`config.mk`:
```
export PLATFORM = sky130hd
export DESIGN_NAME = lcd_mux_sequencer
export DESIGN_NICKNAME = d
export VERILOG_FILES = /design/src/rtl/lcdseq_pkg.sv /design/src/rtl/lcdseq_timing.sv /design/src/rtl/lcdseq_bp_drv.sv /design/src/rtl/lcdseq_seg_drv.sv /design/src/rtl/lcd_mux_sequencer.sv
export SDC_FILE = /design/constraint.sdc
export NUM_CORES = 1
export LEC_CHECK = 0
export BUFFER_PORTS_ARGS = -buffer_cell sky130_fd_sc_hd__clkbuf_2
export CAP_MARGIN = 10
export CORE_AREA = 2 2 276 278
export CTS_CLUSTER_DIAMETER = 40
export DETAILED_ROUTE_END_ITERATION = 8
export DIE_AREA = 0 0 278 280
export PLACE_DENSITY = 0.45
export RECOVER_POWER = 100
export SYNTH_ARGS = -nofsm -noshare
export SYNTH_HDL_FRONTEND = slang
export SYNTH_SLANG_ARGS = --single-unit
```
`constraint.sdc`:
```
create_clock -name clk -period 11.4 [get_ports clk]
set_input_delay 0.57 -clock clk [delete_from_list [all_inputs] [get_ports clk]]
set_output_delay 0.57 -clock clk [all_outputs]
set_load 0.03 [all_outputs]
```
`src/rtl/lcdseq_pkg.sv`:
```
package lcdseq_pkg;

  localparam int ROW_CNT = 8;
  localparam int ROW_W   = $clog2(ROW_CNT);
  localparam int PHASE_W = ROW_W + 1;
  localparam int CODE_W  = 3;
  localparam int STEP_W  = 3;

  typedef struct packed {
    logic [2:0] mode;
    logic [1:0] bias;
    logic       frame_inv;
    logic [2:0] bank;
  } drive_cfg_t;

  // active backplane count for a ratio code
  function automatic logic [ROW_W:0] rows_for_mode(input logic [2:0] m);
    case (m)
      3'd0:    return (ROW_W+1)'(1);
      3'd1:    return (ROW_W+1)'(2);
      3'd2:    return (ROW_W+1)'(4);
      3'd3:    return (ROW_W+1)'(6);
      default: return (ROW_W+1)'(8);
    endcase
  endfunction

  // number of voltage steps between the rails
  function automatic logic [STEP_W-1:0] bias_div(input logic [2:0] m,
                                                 input logic [1:0] b);
    if (m == 3'd0)      return STEP_W'(1);
    else if (b == 2'd0) return STEP_W'(2);
    else if (b == 2'd1) return STEP_W'(3);
    else                return STEP_W'(4);
  endfunction

  // display-register row for a slot, honouring the bank split
  function automatic logic [ROW_W-1:0] bank_row(input logic [2:0]       m,
                                                input logic [2:0]       bank,
                                                input logic [ROW_W-1:0] slot);
    case (m)
      3'd0:    return bank;
      3'd1:    return {bank[2:1], slot[0]};
      3'd2:    return {bank[2], slot[1:0]};
      default: return slot;
    endcase
  endfunction

  // mirror a step for negative polarity, then shift past the idle code
  function automatic logic [CODE_W-1:0] level_code(input logic [STEP_W-1:0] step,
                                                   input logic [STEP_W-1:0] div,
                                                   input logic              neg);
    logic [STEP_W-1:0] v;
    v = neg ? (div - step) : step;
    return CODE_W'(v + STEP_W'(1));
  endfunction

endpackage

```
`src/rtl/lcdseq_timing.sv`:
```
module lcdseq_timing
  import lcdseq_pkg::*;
(
  input  logic             clk,
  input  logic             rst_n,
  input  logic             slot_tick,
  input  logic             disp_en,
  input  drive_cfg_t       cfg_in,
  output logic             en_q,
  output drive_cfg_t       cfg_q,
  output logic             frame_last,
  output logic [ROW_W:0]   nrows,
  output logic [ROW_W-1:0] cur_slot,
  output logic             cur_pol
);

  logic [PHASE_W-1:0] phase_q, phase_d;
  logic               fpol_q, fpol_d;
  logic               en_d;
  drive_cfg_t         cfg_d;
  logic [PHASE_W:0]   span;
  logic [PHASE_W:0]   last_ph;

  // frame length: N phases in frame inversion, 2N in line inversion
  always_comb begin
    nrows      = rows_for_mode(cfg_q.mode);
    span       = cfg_q.frame_inv ? {1'b0, nrows} : {nrows, 1'b0};
    last_ph    = span - (PHASE_W+1)'(1);
    frame_last = (phase_q == last_ph[PHASE_W-1:0]);
  end

  always_comb begin
    cur_slot = cfg_q.frame_inv ? phase_q[ROW_W-1:0] : phase_q[PHASE_W-1:1];
    cur_pol  = cfg_q.frame_inv ? fpol_q : phase_q[0];
  end

  // next state
  always_comb begin
    en_d    = disp_en;
    phase_d = phase_q;
    fpol_d  = fpol_q;
    cfg_d   = cfg_q;
    if (!en_q) begin
      phase_d = '0;
      fpol_d  = 1'b0;
      cfg_d   = cfg_in;
    end else if (slot_tick) begin
      if (frame_last) begin
        phase_d = '0;
        fpol_d  = ~fpol_q;
        cfg_d   = cfg_in;
      end else begin
        phase_d = phase_q + PHASE_W'(1);
      end
    end
  end

  always_ff @(posedge clk or negedge rst_n) begin
    if (!rst_n) begin
      en_q    <= 1'b0;
      phase_q <= '0;
      fpol_q  <= 1'b0;
      cfg_q   <= '0;
    end else begin
      en_q    <= en_d;
      phase_q <= phase_d;
      fpol_q  <= fpol_d;
      cfg_q   <= cfg_d;
    end
  end

endmodule

```
`src/rtl/lcdseq_bp_drv.sv`:
```
module lcdseq_bp_drv
  import lcdseq_pkg::*;
#(
  parameter int NUM_BP = 8
) (
  input  logic                     en,
  input  logic [ROW_W-1:0]         slot,
  input  logic [ROW_W:0]           nrows,
  input  logic [STEP_W-1:0]        div,
  input  logic                     pol,
  output logic [NUM_BP*CODE_W-1:0] bp_code,
  output logic [NUM_BP-1:0]        bp_sel
);

  for (genvar b = 0; b < NUM_BP; b++) begin : g_bp
    localparam logic [ROW_W:0] IDX = (ROW_W+1)'(b);
    logic used;
    assign used      = (IDX < nrows);
    assign bp_sel[b] = en && used && (slot == IDX[ROW_W-1:0]);
    assign bp_code[b*CODE_W +: CODE_W] =
      (en && used) ? level_code(bp_sel[b] ? div : STEP_W'(1), div, pol)
                   : '0;
  end

endmodule

```
`src/rtl/lcdseq_seg_drv.sv`:
```
module lcdseq_seg_drv
  import lcdseq_pkg::*;
#(
  parameter int NUM_SEG = 60,
  parameter int ROWS    = 8
) (
  input  logic                      en,
  input  logic [ROW_W-1:0]          mem_row,
  input  logic [STEP_W-1:0]         div,
  input  logic                      pol,
  input  logic                      is_static,
  input  logic [ROWS*NUM_SEG-1:0]   row_data,
  output logic [NUM_SEG*CODE_W-1:0] seg_code
);

  logic [NUM_SEG-1:0] row_bits [ROWS];
  logic [NUM_SEG-1:0] cur_bits;
  logic [STEP_W-1:0]  off_step;

  for (genvar r = 0; r < ROWS; r++) begin : g_row
    assign row_bits[r] = row_data[r*NUM_SEG +: NUM_SEG];
  end

  assign cur_bits = row_bits[mem_row];
  assign off_step = is_static ? STEP_W'(1) : STEP_W'(2);

  for (genvar s = 0; s < NUM_SEG; s++) begin : g_seg
    assign seg_code[s*CODE_W +: CODE_W] =
      en ? level_code(cur_bits[s] ? STEP_W'(0) : off_step, div, pol) : '0;
  end

endmodule

```
`src/rtl/lcd_mux_sequencer.sv`:
```
module lcd_mux_sequencer
  import lcdseq_pkg::*;
#(
  parameter int NUM_SEG = 60,
  parameter int NUM_BP  = lcdseq_pkg::ROW_CNT
) (
  input  logic                         clk,
  input  logic                         rst_n,
  input  logic                         slot_tick,
  input  logic [2:0]                   mux_mode,
  input  logic [1:0]                   bias_sel,
  input  logic                         frame_inv,
  input  logic                         disp_en,
  input  logic [2:0]                   out_bank,
  input  logic [NUM_BP*NUM_SEG-1:0]    disp_row_data,
  output logic [NUM_BP*CODE_W-1:0]     bp_code,
  output logic [NUM_SEG*CODE_W-1:0]    seg_code,
  output logic [ROW_W-1:0]             cur_row,
  output logic                         cur_pol
);

  drive_cfg_t        cfg_in, cfg_q;
  logic              en_q, frame_last;
  logic [ROW_W:0]    nrows;
  logic [ROW_W-1:0]  slot;
  logic              pol;
  logic [STEP_W-1:0] div;
  logic [ROW_W-1:0]  mem_row;
  logic [NUM_BP-1:0] bp_sel;

  always_comb begin
    cfg_in.mode      = mux_mode;
    cfg_in.bias      = bias_sel;
    cfg_in.frame_inv = frame_inv;
    cfg_in.bank      = out_bank;
  end

  lcdseq_timing u_timing (
    .clk        (clk),
    .rst_n      (rst_n),
    .slot_tick  (slot_tick),
    .disp_en    (disp_en),
    .cfg_in     (cfg_in),
    .en_q       (en_q),
    .cfg_q      (cfg_q),
    .frame_last (frame_last),
    .nrows      (nrows),
    .cur_slot   (slot),
    .cur_pol    (pol)
  );

  assign div     = bias_div(cfg_q.mode, cfg_q.bias);
  assign mem_row = bank_row(cfg_q.mode, cfg_q.bank, slot);

  lcdseq_bp_drv #(.NUM_BP(NUM_BP)) u_bp (
    .en      (en_q),
    .slot    (slot),
    .nrows   (nrows),
    .div     (div),
    .pol     (pol),
    .bp_code (bp_code),
    .bp_sel  (bp_sel)
  );

  lcdseq_seg_drv #(.NUM_SEG(NUM_SEG), .ROWS(NUM_BP)) u_seg (
    .en        (en_q),
    .mem_row   (mem_row),
    .div       (div),
    .pol       (pol),
    .is_static (cfg_q.mode == 3'd0),
    .row_data  (disp_row_data),
    .seg_code  (seg_code)
  );

  assign cur_row = slot;
  assign cur_pol = pol;

endmodule

```
* After elaboration in Yosys (flattened, before gate mapping)
Index checks and enable logic that the tools add are counted.
** Operators by class
- Reduce and logical (&&, ||, !) cells :: 20
- Bitwise gates (word level) :: 2
- Multiplexer cells :: 225
- Equality and inequality tests :: 14
- $lt $le $gt $ge :: 9
- $add $sub $neg :: 138
** Operators by type and width (count)
- 2-to-1 mux 3 bit :: 208
- adder 3 x 1 -> 3 bit, second input constant :: 68
- subtractor 3 bit :: 68
- binary-select mux 60 bit (select 3 bit) :: 1
- 2-to-1 mux 60 bit :: 2
- 2-to-1 mux 9 bit :: 3
- logical AND 1 bit :: 16
- less-than comparator 3 x 4 -> 1 bit, first input constant :: 4
- 2-to-1 mux 4 bit :: 4
- case mux 4 bit (4 select lines) :: 1
- == test 3 x 2 -> 1 bit, second input constant :: 4
- == test 3 bit, second input constant :: 4
- case mux 3 bit (3 select lines) :: 1
- less-than comparator 1 x 4 -> 1 bit, first input constant :: 2
- less-than comparator 2 x 4 -> 1 bit, first input constant :: 2
- == test 3 x 1 -> 1 bit, second input constant :: 2
- zero test 3 bit :: 2
- adder 4 x 1 -> 4 bit, second input constant :: 1
- == test 4 bit :: 1
- greater-or-equal comparator 4 bit, second input constant :: 1
- 2-to-1 mux 1 bit :: 4
- inequality test 2 bit, second input constant :: 2
- inverter 3 -> 4 bit :: 1
- subtractor 4 x 1 -> 4 bit, second input constant :: 1
- other kinds (5) :: 5
** Word-level totals
- Output and inout port bits :: 208
- Bits of input ports :: 493
- Bits in registers :: 15
- Word-level logic and storage cells :: 415

* Depth between registers and ports, before layout
Gate-level depths: netlist (run 1).
- Depth in word-level cells :: 11
- Gate-level depth with buffers :: 17

* Cells and area by module
A second synthesis (run 1) with hierarchy kept.
** Second synthesis, totals
- Cells, all modules :: 1476
- Area total of the unflattened synthesis :: 13417.9 µm²
** By module, submodules not included
- lcdseq_seg_drv :: area each 10767.8 µm², instances 1, sequential area each 0.0 µm², cells each 1143
- lcdseq_bp_drv :: area each 1467.7 µm², instances 1, sequential area each 0.0 µm², cells each 217
- lcdseq_timing :: area each 1099.8 µm², instances 1, sequential area each 375.4 µm², cells each 106
- lcd_mux_sequencer :: area each 82.6 µm², instances 1, sequential area each 0.0 µm², cells each 10

* Worst setup path before layout (run 1)
Ideal clock, no wire load.
- Kind :: register to output
- Start point :: register, netlist name u_timing.cfg_q[7]
- End point :: output port seg_code[11]
- Setup slack :: 2.109 ns
- Arrival :: 8.721 ns
- Data required time :: 10.830 ns
- Cell stages (with the launch flop) :: 12
- Path buffers :: 3
- Cell sequence :: dfrtp_1 -> buf_2 -> nor3_2 -> clkbuf_1 -> clkbuf_1 -> nor2_1 -> fa_1 -> nand2_1 -> o31ai_1 -> ha_1 -> or3_1 -> a21oi_1
** Between the ends
- Cells in the longest elaborated chain, start to end :: 11
** Ends and longest elaborated chain
- == test 3 x 2 -> 1 bit, or another cell as far along :: RTL line lcdseq_pkg.sv:40 : case (m)
- case mux 3 bit (3 select lines) :: RTL line lcdseq_pkg.sv:40
- inverter 3 -> 4 bit (not written as such) :: RTL line lcdseq_seg_drv.sv:24 : assign cur_bits = row_bits[mem_row];
- binary-select mux 60 bit (select 3 bit) :: RTL line lcdseq_seg_drv.sv:24
- 2-to-1 mux 60 bit (not written as such) (2 in a row) :: RTL line lcdseq_seg_drv.sv:24
- 2-to-1 mux 3 bit :: RTL line lcdseq_seg_drv.sv:29 : en ? level_code(cur_bits[s] ? STEP_W'(0) : off_step, div, pol) : '0;
- subtractor 3 bit :: RTL line lcdseq_pkg.sv:53 : v = neg ? (div - step) : step;
- 2-to-1 mux 3 bit (*) :: RTL line lcdseq_pkg.sv:53
- adder 3 x 1 -> 3 bit (*) :: RTL line lcdseq_pkg.sv:54 : return CODE_W'(v + STEP_W'(1));
- 2-to-1 mux 3 bit (*) :: RTL line lcdseq_seg_drv.sv:29
- to (decl) :: RTL line lcd_mux_sequencer.sv:17 : output logic [NUM_SEG*CODE_W-1:0] seg_code,
Mark *: on every way between the ends. The rest lies on a longest branch, timed or not. The select of a mux whose other input is x is not followed.

* Worst setup path in the final report (run 1)
- Start point :: register, netlist name u_timing.cfg_q[8]
- End point :: output port seg_code[5]
** Between the ends
- Cells in the longest elaborated chain, start to end :: 11
** Ends and longest elaborated chain (RTL line)
- == test 3 x 2 -> 1 bit, or another cell as far along :: lcdseq_pkg.sv:40
- case mux 3 bit (3 select lines) :: lcdseq_pkg.sv:40
- inverter 3 -> 4 bit (not written as such) :: lcdseq_seg_drv.sv:24
- binary-select mux 60 bit (select 3 bit) :: lcdseq_seg_drv.sv:24
- 2-to-1 mux 60 bit (not written as such) (2 in a row) :: lcdseq_seg_drv.sv:24
- 2-to-1 mux 3 bit :: lcdseq_seg_drv.sv:29
- subtractor 3 bit :: lcdseq_pkg.sv:53
- 2-to-1 mux 3 bit (*) :: lcdseq_pkg.sv:53
- adder 3 x 1 -> 3 bit (*) :: lcdseq_pkg.sv:54
- 2-to-1 mux 3 bit (*) :: lcdseq_seg_drv.sv:29
Marked as above.

==> impl_metrics.env, run 1 <==
export IMPL_cts_tree="yes"
export IMPL_synth_area_um2=16600
export IMPL_yosys_most_used_dff="dfrtp_1"
export IMPL_fin_nets=3374
export IMPL_area_delta_synth_final_pct=23.3
export IMPL_core_area_um2=75200
export IMPL_slew_headroom=-1.02
export IMPL_io_pins=701
export IMPL_grt_pass1_wl_um=133000
export IMPL_clockBufferDepth=2
export IMPL_clk_latency_ps=250
export IMPL_ys_types=65
export IMPL_drtIter0Drc=1311
export IMPL_ant_nets=0
export IMPL_die_area_um2=77800
export IMPL_globalplace_congestion=0.831
export IMPL_cap_violations=4
export IMPL_peakVddDrop_v=0.0000538
export IMPL_first_global_vias=19845
export IMPL_antenna_found_initial=14
export IMPL_hold_buffers=0
export IMPL_setup_tns_ps=0
export IMPL_arrival_ps=8160
export IMPL_status="finished with violations"
export IMPL_netSwitchingFraction=0.632
export IMPL_switchingPower_uw=1380
export IMPL_fill_cells=8460
export IMPL_dpl_hpwl_um=67900
export IMPL_globalRouteOverflowTotal=0
export IMPL_grt_start_max_net_pins=144
export IMPL_power_frac_clock=0.033
export IMPL_violations="max-capacitance violations, max-slew violations"
export IMPL_synth_edf_count=0
export IMPL_viasPerCell=5.62
export IMPL_numClockSinks=15
export IMPL_finalMaxSlewViolations=177
export IMPL_die_x_um=278
export IMPL_yosysWarnings=0
export IMPL_cts_buffers=3
export IMPL_synthCells=2175
export IMPL_num_vias=20551
export IMPL_setup_viol=0
export IMPL_clk_pin_slew_ps=50
export IMPL_p_leak_uw=0.00891
export IMPL_seqPwrFrac=0.034
export IMPL_fin_crit_sh=0.766
export IMPL_yosys_register_bits=15
export IMPL_finalClockSkew_ps=3.28
export IMPL_synth_async_reset_ratio=1.00
export IMPL_num_rows=101
export IMPL_grt_usage=0.224
export IMPL_start_kind="register"
export IMPL_critPathKind="reg -> out"
export IMPL_avgRoutedWirePerCell_um=25.3
export IMPL_cts_htree_levels=1
export IMPL_synth_common_cells="a211oi_1 (304), nand2_1 (164), clkbuf_1 (145), ha_1 (142), or3_1 (126)"
export IMPL_fin_crit_ps=8730
export IMPL_max_freq_mhz=114
export IMPL_fin_util=0.272
export IMPL_avgSynthCellArea_um2=7.64
export IMPL_tightestPinTransition_ps=3030
export IMPL_start_util=0.221
export IMPL_firstDrtPassIters=5
export IMPL_ctsResizeCount=0
export IMPL_intPower_uw=804
export IMPL_crit_required_ps=10830
export IMPL_synthesis_nets=2870
export IMPL_die_h_um=280
export IMPL_power_share_combinational=0.933
export IMPL_synth_area_leaders="a211oi_1 (14%), ha_1 (11%), o211a_1 (7.4%)"
export IMPL_drive_gt1_frac=0.232
export IMPL_post_cts_setup_buffer_count=0
export IMPL_yosysMostFrequentCell="a211oi_1"
export IMPL_seq_area_frac_synth=0.0226
export IMPL_cts_root_buffer="clkbuf_16"
export IMPL_worst_setup_path_end_kind="output port"
export IMPL_wirelength_um=92700
export IMPL_rsz0062_at_grt="false"
export IMPL_port_buffers=700
export IMPL_hold_viol=0
export IMPL_crit_fanout=46
export IMPL_power_density_nw_per_um2=107
export IMPL_drc=0
export IMPL_yosysTopAreaCell="a211oi_1"
export IMPL_yosysTopAreaCellShare=0.137
export IMPL_hold_path_class="in -> reg"
final timing paths:
kind	from	to	slack, ps	cells past startpoint
worst max-delay path	u_timing.cfg_q[8]$_DFFE_PN0P_	seg_code[5]	2670	13
worst min-delay path	disp_en	u_timing.en_q$_DFF_PN0_	430	1
worst max register to register	u_timing.cfg_q[8]$_DFFE_PN0P_	u_timing.cfg_q[6]$_DFFE_PN0P_	6130	9
worst min register to register	u_timing.cfg_q[4]$_DFFE_PN0P_	u_timing.cfg_q[4]$_DFFE_PN0P_	510	1
max in group asynchronous	rst_n	u_timing.en_q$_DFF_PN0_	10140	1
min in group asynchronous	rst_n	u_timing.en_q$_DFF_PN0_	490	1
layer usage:
layer / routed length [um] / track usage / share of wire / vias to the layer above
li1: - / - / - / 9608
met1: 38700 / 0.280 / 0.42 / 9987
met2: 45800 / 0.399 / 0.49 / 801
met3: 6150 / 0.0404 / 0.066 / 133
met4: 1990 / 0.0477 / 0.021 / 22
met5: 139 / 0 / 0.0015 / -
per-stage QoR:
step	total power, uW	std cells	setup slack, ps	hold slack, ps	cell area (um^2)
global route	2390	3658	2130	425	20500
finish	2190	3660	2670	430	20500
floorplan	1510	2175	2110	274	16600
CTS	2240	3656	4470	284	20800
detailed placement	2150	3652	4740	499	20700
global placement	2150	3652	4880	489	20700
worst max-delay path, stage by stage, from the launching register on:
cell and delay, ps:
dfrtp_1 820, or3_1 2040, o21ai_0 510, clkinvlp_2 1470, buf_4 710, ha_1 250
inv_1 50, fa_1 420, nand2_1 70, o31ai_1 80, ha_1 240, or3_1 370
a21oi_1 290, clkbuf_1 540
sequential cells by signal (all words and copies together) (netlist names):
| signal | count |
|---|---|
| u_timing.cfg_q | 9 |
| u_timing.phase_q | 4 |
| u_timing.en_q | 1 |
| u_timing.fpol_q | 1 |
cell families after synthesis:
kind of cell | count (synthesis) | synth area share
buf+inv | 330 | 0.0856
mux | 132 | 0.0819
flops | 15 | 0.0226
xor+xnor | 64 | 0.0338
compound gates | 902 | 0.431
simple gates | 530 | 0.166
fa+ha+maj | 202 | 0.179
power groups by stage:
| stage | registers, uW | logic (uW) | clock network (uW) |
|---|---|---|---|
| 6_report | 73.7 | 2040 | 72.3 |
| 3_5_place_dp | 75.6 | 2080 | 0 |
| 3_3_place_gp | 75.4 | 2070 | 0 |
| 4_1_cts | 74.5 | 2090 | 73.5 |
| 2_1_floorplan | 60.7 | 1450 | 0 |
| 5_1_grt | 74.6 | 2240 | 75.7 |
cell type report:
cell class,count,area (um^2),area share
multi-input combinational,1830,14800,0.724
timing repair buffer,744,3620,0.177
tap,978,1220,0.0598
sequential,15,379,0.0185
inverter,85,328,0.0160
clock buffer,4,78.8,0.00385
antenna,4,10.0,0.000489
cell usage in the layout (no fill, tap or decap), drive strengths merged, types with 64 or more instances in the layout:
master	n
a211oi	304
a21oi	123
clkbuf	707
ha	142
inv	83
mux2i	121
nand2	165
nor3	84
o211a	122
o211ai	69
o21ai	72
o31ai	64
or3	126
(Power assumes the default switching activity.)
==> run 2: changes to the inputs <==
--- a/config.mk
+++ b/config.mk
@@ -5,13 +5,14 @@
 export SDC_FILE = /design/constraint.sdc
 export NUM_CORES = 1
 export LEC_CHECK = 0
+export ABC_AREA = 1
 export BUFFER_PORTS_ARGS = -buffer_cell sky130_fd_sc_hd__clkbuf_2
 export CAP_MARGIN = 10
-export CORE_AREA = 2 2 276 278
+export CORE_AREA = 2 2 269 271
 export CTS_CLUSTER_DIAMETER = 40
 export DETAILED_ROUTE_END_ITERATION = 8
-export DIE_AREA = 0 0 278 280
-export PLACE_DENSITY = 0.45
+export DIE_AREA = 0 0 271 273
+export PLACE_DENSITY = 0.47
 export RECOVER_POWER = 100
 export SYNTH_ARGS = -nofsm -noshare
 export SYNTH_HDL_FRONTEND = slang
==> constraint.sdc (replaced) <==
create_clock -name clk -period 7.13 [get_ports clk]
set_input_delay 0.3565 -clock clk [delete_from_list [all_inputs] [get_ports clk]]
set_output_delay 0.3565 -clock clk [all_outputs]
set_load 0.03 [all_outputs]
==> run 2 against run 1 <==
Effect of this change:
- the run still ends with max-capacitance violations, max-slew violations left
- flip-flop and latch count unchanged
- die area is 5.0% lower
- wire length down 12%
- synthesized cell count grew 35%
- combinational power rose to 3.3 times the previous value
- via count rose by 0.59%
- clock power is 55% higher
- final cell count is 21% higher
- worst setup slack got worse by 1600 ps
==> impl_metrics.env, run 2 <==
export IMPL_synth_common_cells="nand3_1 (680), nand2_1 (587), inv_1 (574), a21oi_1 (193), ha_1 (142)"
export IMPL_placed_area_um2=19800
export IMPL_fin_crit_sh=0.851
export IMPL_grt_pass1_wl_um=122000
export IMPL_hold_path_class="in -> async"
export IMPL_numClockSinks=15
export IMPL_layout_commonest_cell="nand3_1"
export IMPL_wirelength_um=81700
export IMPL_firstDrtPassIters=5
export IMPL_clk_latency_ps=250
export IMPL_globalplace_congestion=0.929
export IMPL_post_cts_setup_buffer_count=0
export IMPL_core_area_um2=71000
export IMPL_diodes=0
export IMPL_yosys_most_used_dff="dfrtp_1"
export IMPL_cap_violations=1
export IMPL_yosysTopAreaCellShare=0.218
export IMPL_drtIter0Drc=1348
export IMPL_yosysMostFrequentCell="nand3_1"
export IMPL_cts_tree="yes"
export IMPL_first_global_vias=19776
export IMPL_synth_async_reset_ratio=1.00
export IMPL_area_delta_synth_final_pct=25.7
export IMPL_dpl_hpwl_um=63900
export IMPL_synthesis_nets=3625
export IMPL_tightestPinTransition_ps=2140
export IMPL_synth_edf_count=0
export IMPL_io_pins=701
export IMPL_synthCells=2930
export IMPL_status="finished with violations"
export IMPL_intPower_uw=2120
export IMPL_cts_htree_levels=1
export IMPL_avgSynthCellArea_um2=5.33
export IMPL_slowest_delay_ps=1520
export IMPL_worstReg2RegEnd="u_timing.cfg_q[7]$_DFFE_PN0P_"
export IMPL_largest_register="u_timing.cfg_q"
export IMPL_ctsResizeCount=0
export IMPL_crit_fanout=29
export IMPL_crit_required_ps=6770
export IMPL_clk_pin_slew_ps=50
export IMPL_mostFrequentLayoutCells="nand3_1 (680), nand2_1 (584), inv_1 (575), clkbuf_2 (516), a21oi_1 (193)"
export IMPL_arrival_ps=5710
export IMPL_largest_reg_flops=9
export IMPL_critPathSlowestCell="clkbuf_1"
export IMPL_reg2reg_from="u_timing.cfg_q[8]$_DFFE_PN0P_"
export IMPL_wl_met2_um=41300
export IMPL_setup_viol=0
export IMPL_drive_gt1_frac=0.187
export IMPL_yosys_register_bits=15
export IMPL_rr_worst_depth=15
export IMPL_viasPerCell=4.69
export IMPL_cts_buffers=3
export IMPL_fin_crit_ps=6070
export IMPL_crit_chain="inv_1 > nand2_1 > nor2_4 > clkbuf_1 > nor2_2 > buf_4 > fa_1 > nand2_1 > o21ai_1 > ha_1 > o21ai_1 > a21oi_1 > clkbuf_1"
export IMPL_grt_start_max_net_pins=136
export IMPL_seq_area_frac_synth=0.0241
export IMPL_globalRouteOverflowTotal=0
export IMPL_critPathKind="reg -> out"
export IMPL_crit_end="seg_code[59]"
export IMPL_hold_slack_ps=218
export IMPL_netSwitchingFraction=0.697
export IMPL_fin_nets=4158
export IMPL_seqPwrFrac=0.018
export IMPL_peakVddDrop_v=0.000199
export IMPL_die_h_um=273
export IMPL_synth_area_um2=15600
export IMPL_worst_setup_path_end_kind="output port"
export IMPL_setup_worst_path_start="u_timing.cfg_q[8]$_DFFE_PN0P_"
export IMPL_finalInstanceArea_um2=19600
export IMPL_start_kind="register"
export IMPL_slew_headroom=-0.424
export IMPL_hold_buffers=0
export IMPL_rrSetupSlack_ps=1480
export IMPL_yosysWarnings=0
export IMPL_violations="max-capacitance violations, max-slew violations"
export IMPL_total_power_uw=6980
export IMPL_ys_types=31
export IMPL_clockBufferDepth=2
export IMPL_setup_tns_ps=0
export IMPL_port_buffers=700
export IMPL_finalMaxSlewViolations=30
export IMPL_grt_usage=0.211
export IMPL_max_freq_mhz=165
export IMPL_yosysTopAreaCell="nand3_1"
export IMPL_met3_length_um=4470
export IMPL_cts_root_buffer="clkbuf_16"
export IMPL_drc=0
export IMPL_power_density_nw_per_um2=356
export IMPL_die_x_um=271
export IMPL_fill_cells=8423
export IMPL_power_share_combinational=0.966
export IMPL_rsz0062_at_grt="false"
export IMPL_num_rows=98
export IMPL_synth_area_leaders="nand3_1 (22%), nand2_1 (14%), inv_1 (14%)"
export IMPL_die_area_um2=74000
export IMPL_start_util=0.220
export IMPL_switchingPower_uw=4870
export IMPL_reg_top3="u_timing.cfg_q: 9 flops, u_timing.phase_q: 4 flops"
export IMPL_p_leak_uw=0.0115
export IMPL_avgRoutedWirePerCell_um=18.5
export IMPL_highest_layer="met4"
export IMPL_hold_viol=0
export IMPL_met1Wirelength_um=34500
export IMPL_ant_nets=0
export IMPL_num_vias=20672
export IMPL_antenna_found_initial=0
export IMPL_finalClockSkew_ps=5.60
export IMPL_power_frac_clock=0.016
==> run 2: changes by cell type in the layout (fill, tap and decap cells not counted), sizes merged, moves of 122 or more <==
| cell | change |
|---|---|
| or3 | -126 |
| o21ai | +135 |
| nand3 | +664 |
| a211oi | -304 |
| nand2 | +426 |
| o211a | -122 |
| inv | +499 |
==> run 2: metal layers <==
layer	up-vias	global-route usage
met2	756	0.395
li1	10376	-
met4	0	0.0359
met5	-	0
met3	64	0.0207
met1	9476	0.262
==> run 2: how the worst min path moves through the flow <==
stage,to,cells past startpoint
after floorplan,u_timing.cfg_q[0]$_DFFE_PN0P_,0
after global routing,u_timing.en_q$_DFF_PN0_,1
final,u_timing.phase_q[3]$_DFFE_PN0P_,1
after global placement,u_timing.fpol_q$_DFFE_PN0P_,1
after detailed placement,u_timing.fpol_q$_DFFE_PN0P_,1
after CTS,u_timing.phase_q[3]$_DFFE_PN0P_,1
==> run 2: cells by family (layout without fill, tap and decap cells) <==
group | after synthesis | count (layout) | synth area share
compound gates | 403 | 403 | 0.131
buf+inv | 798 | 1330 | 0.206
simple gates | 1505 | 1505 | 0.445
xor+xnor | 7 | 7 | 0.00393
flops | 15 | 15 | 0.0241
fa+ha+maj | 202 | 202 | 0.191
==> run 2: layout make-up <==
class	count	area, um^2	area share
Clock buffer	3	75.1	0.00383
Multi-Input combinational cell	2117	12100	0.617
Timing Repair Buffer	741	3660	0.187
Tap cell	950	1190	0.0606
Clock inverter	1	5.00	0.000255
Sequential cell	15	379	0.0193
Inverter	585	2210	0.112
==> run 2: through the flow <==
| step | cells | setup slack [ps] | utilization |
|---|---|---|---|
| 2_1_floorplan | 2930 | 2510 | - |
| 3_5_place_dp | 4408 | 2060 | 0.279 |
| 5_1_grt | 4412 | 756 | 0.276 |
| 6_report | 4412 | 1060 | 0.276 |
| 3_3_place_gp | 4408 | 2070 | 0.279 |
| 4_1_cts | 4412 | 1780 | 0.280 |
==> run 2: worst max-delay path, delay by kind of cell, from the launching register on <==
kind | cells | cell delay [ps]
AOI/OAI and AO/OA | 3 | 540
adders and majority gates | 2 | 780
buffers and inverters | 4 | 2530
DFF | 1 | 470
and+or+nand+nor | 4 | 1110
==> run 2: power by group through the flow <==
| stage | registers (uW) | logic [uW] | clock network (uW) |
|---|---|---|---|
| after global placement | 127 | 6920 | 0 |
| after detailed placement | 128 | 6930 | 0 |
| after floorplan | 115 | 4780 | 0 |
| after global routing | 128 | 7600 | 117 |
| after CTS | 127 | 6970 | 113 |
| final | 126 | 6740 | 112 |
==> run 3: changes to the inputs <==
--- a/config.mk
+++ b/config.mk
@@ -8,11 +8,12 @@
 export ABC_AREA = 1
 export BUFFER_PORTS_ARGS = -buffer_cell sky130_fd_sc_hd__clkbuf_2
 export CAP_MARGIN = 10
-export CORE_AREA = 2 2 269 271
+export CORE_AREA = 2 2 276 278
 export CTS_CLUSTER_DIAMETER = 40
 export DETAILED_ROUTE_END_ITERATION = 8
-export DIE_AREA = 0 0 271 273
-export PLACE_DENSITY = 0.47
+export DIE_AREA = 0 0 278 280
+export HOLD_SLACK_MARGIN = 0.15
+export PLACE_DENSITY = 0.45
 export RECOVER_POWER = 100
 export SYNTH_ARGS = -nofsm -noshare
 export SYNTH_HDL_FRONTEND = slang
==> run 3 against run 2 <==
Effect of this change:
- the run still ends with max-capacitance violations, max-slew violations left
- register-to-register slack got worse by 210 ps
- final cell count rose by 0.50%
- non-clock buffer count is 7 lower
- clock power hardly changed
- first-iteration DRC count rose by 13%
- via count decreased by 1.5%
- sequential power is essentially flat
- sequential share of layout area is essentially flat
- global-route usage shrank 0.94 points
- clock skew shrank 3.9 ps
- flip-flop and latch count is the same
- worst setup slack better by 210 ps
- critical path type is now reg -> reg
- largest cell class unchanged
- largest power group unchanged
==> impl_metrics.env, run 3 (synthesis results as in run 2) <==
export IMPL_reg_top3="u_timing.cfg_q: 9 flops, u_timing.phase_q: 4 flops"
export IMPL_die_area_um2=77800
export IMPL_fin_nets=4151
export IMPL_layout_commonest_cell="nand3_1"
export IMPL_globalRouteOverflowTotal=0
export IMPL_finalClockSkew_ps=1.70
export IMPL_grt_start_max_net_pins=141
export IMPL_worst_setup_path_end_kind="register"
export IMPL_drc=0
export IMPL_fill_cells=8951
export IMPL_globalplace_congestion=0.866
export IMPL_critPathKind="reg -> reg"
export IMPL_drive_gt1_frac=0.184
export IMPL_die_h_um=280
export IMPL_p_leak_uw=0.0114
export IMPL_die_x_um=278
export IMPL_clk_latency_ps=240
export IMPL_start_kind="register"
export IMPL_port_buffers=700
export IMPL_hold_path_class="in -> reg"
export IMPL_fin_crit_sh=0.822
export IMPL_crit_fanout=35
export IMPL_start_util=0.208
export IMPL_arrival_ps=5990
export IMPL_power_density_nw_per_um2=352
export IMPL_cap_violations=2
export IMPL_grt_usage=0.201
export IMPL_cts_root_buffer="clkbuf_16"
export IMPL_clockBufferDepth=2
export IMPL_crit_required_ps=7260
export IMPL_avgRoutedWirePerCell_um=18.4
export IMPL_core_area_um2=75200
export IMPL_setup_viol=0
export IMPL_violations="max-capacitance violations, max-slew violations"
export IMPL_rrSetupSlack_ps=1270
export IMPL_ant_nets=0
export IMPL_tightestPinTransition_ps=2500
export IMPL_grt_pass1_wl_um=122000
export IMPL_cts_htree_levels=1
export IMPL_setup_tns_ps=0
export IMPL_dpl_hpwl_um=62800
export IMPL_numClockSinks=15
export IMPL_finalMaxSlewViolations=98
export IMPL_wirelength_um=81700
export IMPL_mostFrequentLayoutCells="nand3_1 (680), nand2_1 (586), inv_1 (576), clkbuf_2 (515), a21oi_1 (193)"
export IMPL_hold_viol=0
export IMPL_max_freq_mhz=171
export IMPL_area_delta_synth_final_pct=25.6
export IMPL_slew_headroom=-0.667
export IMPL_firstDrtPassIters=6
export IMPL_rsz0062_at_grt="false"
export IMPL_fin_crit_ps=5860
export IMPL_peakVddDrop_v=0.000192
export IMPL_largest_reg_flops=9
export IMPL_num_vias=20363
export IMPL_viasPerCell=4.59
export IMPL_hold_slack_ps=223
export IMPL_multi_input_area_um2=12100
export IMPL_antenna_found_initial=2
export IMPL_seq_area_um2=379
export IMPL_first_global_vias=20191
export IMPL_largest_register="u_timing.cfg_q"
export IMPL_status="finished with violations"
export IMPL_clk_pin_slew_ps=50
export IMPL_num_rows=101
export IMPL_cts_buffers=3
export IMPL_drtIter0Drc=1528
export IMPL_io_pins=701
export IMPL_cts_tree="yes"
==> run 3: repair_timing <==
action / in CTS / in global routing
resized for setup: 0 / 0
buffers inserted: 0 / 0
endpoints found under the hold margin: 15 / 0
hold buffers: 1 / 0
==> run 3: worst paths after layout <==
path	end	depth (start not counted)	startpoint
max	u_timing.cfg_q[2]$_DFFE_PN0P_	15	u_timing.cfg_q[8]$_DFFE_PN0P_
min	u_timing.en_q$_DFF_PN0_	1	disp_en
max reg2reg	u_timing.cfg_q[2]$_DFFE_PN0P_	15	u_timing.cfg_q[8]$_DFFE_PN0P_
min reg2reg	u_timing.cfg_q[1]$_DFFE_PN0P_	2	u_timing.cfg_q[1]$_DFFE_PN0P_
max in group asynchronous	u_timing.en_q$_DFF_PN0_	2	rst_n
min in group asynchronous	u_timing.cfg_q[1]$_DFFE_PN0P_	2	rst_n
==> run 3: cell type report <==
class / instances / area share
Antenna cell: 1 / 0.000128
Clock buffer: 3 / 0.00383
Clock inverter: 1 / 0.000255
Inverter: 585 / 0.113
Multi-Input combinational cell: 2117 / 0.617
Sequential cell: 15 / 0.0193
Tap cell: 978 / 0.0624
Timing Repair Buffer: 734 / 0.184
==> run 3: through the flow <==
| step | instances | util | instance area [um^2] | power (uW) | setup slack [ps] |
|---|---|---|---|---|---|
| 4_1_cts | 4433 | 0.264 | 19800 | 7140 | 1720 |
| 5_1_grt | 4434 | 0.261 | 19600 | 7780 | 699 |
| 3_5_place_dp | 4428 | 0.263 | 19800 | 6990 | 2000 |
| 2_1_floorplan | 2930 | - | 15600 | 4890 | 2510 |
| 3_3_place_gp | 4428 | 0.263 | 19800 | 6970 | 2050 |
| 6_report | 4434 | 0.261 | 19600 | 6900 | 1270 |
==> run 3: power breakdown <==
| part | internal [uW] | switching [uW] |
|---|---|---|
| Sequential | 101 | 23.4 |
| Clock | 75.0 | 35.4 |
| Combinational | 1900 | 4760 |
==> run 3: worst max-delay path, cell delays in order (launching register included) <==
cell and delay (ps):
dfrtp_1 440, inv_1 100, nand2_1 180, nor2_4 180
clkbuf_2 900, clkbuf_1 1840, nand2_1 290, ha_1 450
xor2_1 130, o21ai_0 90, a21oi_1 140, nand3_1 80
nand2_1 370, nand2_1 340, nand2_1 150, nand2_1 60
==> run 3: layer usage <==
layer | GRT usage | vias to the layer above | share of wire
li1 | - | 10374 | -
met1 | 0.244 | 9257 | 0.41
met2 | 0.378 | 660 | 0.51
met3 | 0.0271 | 72 | 0.058
met4 | 0.0376 | 0 | 0.020
met5 | 0 | - | 0
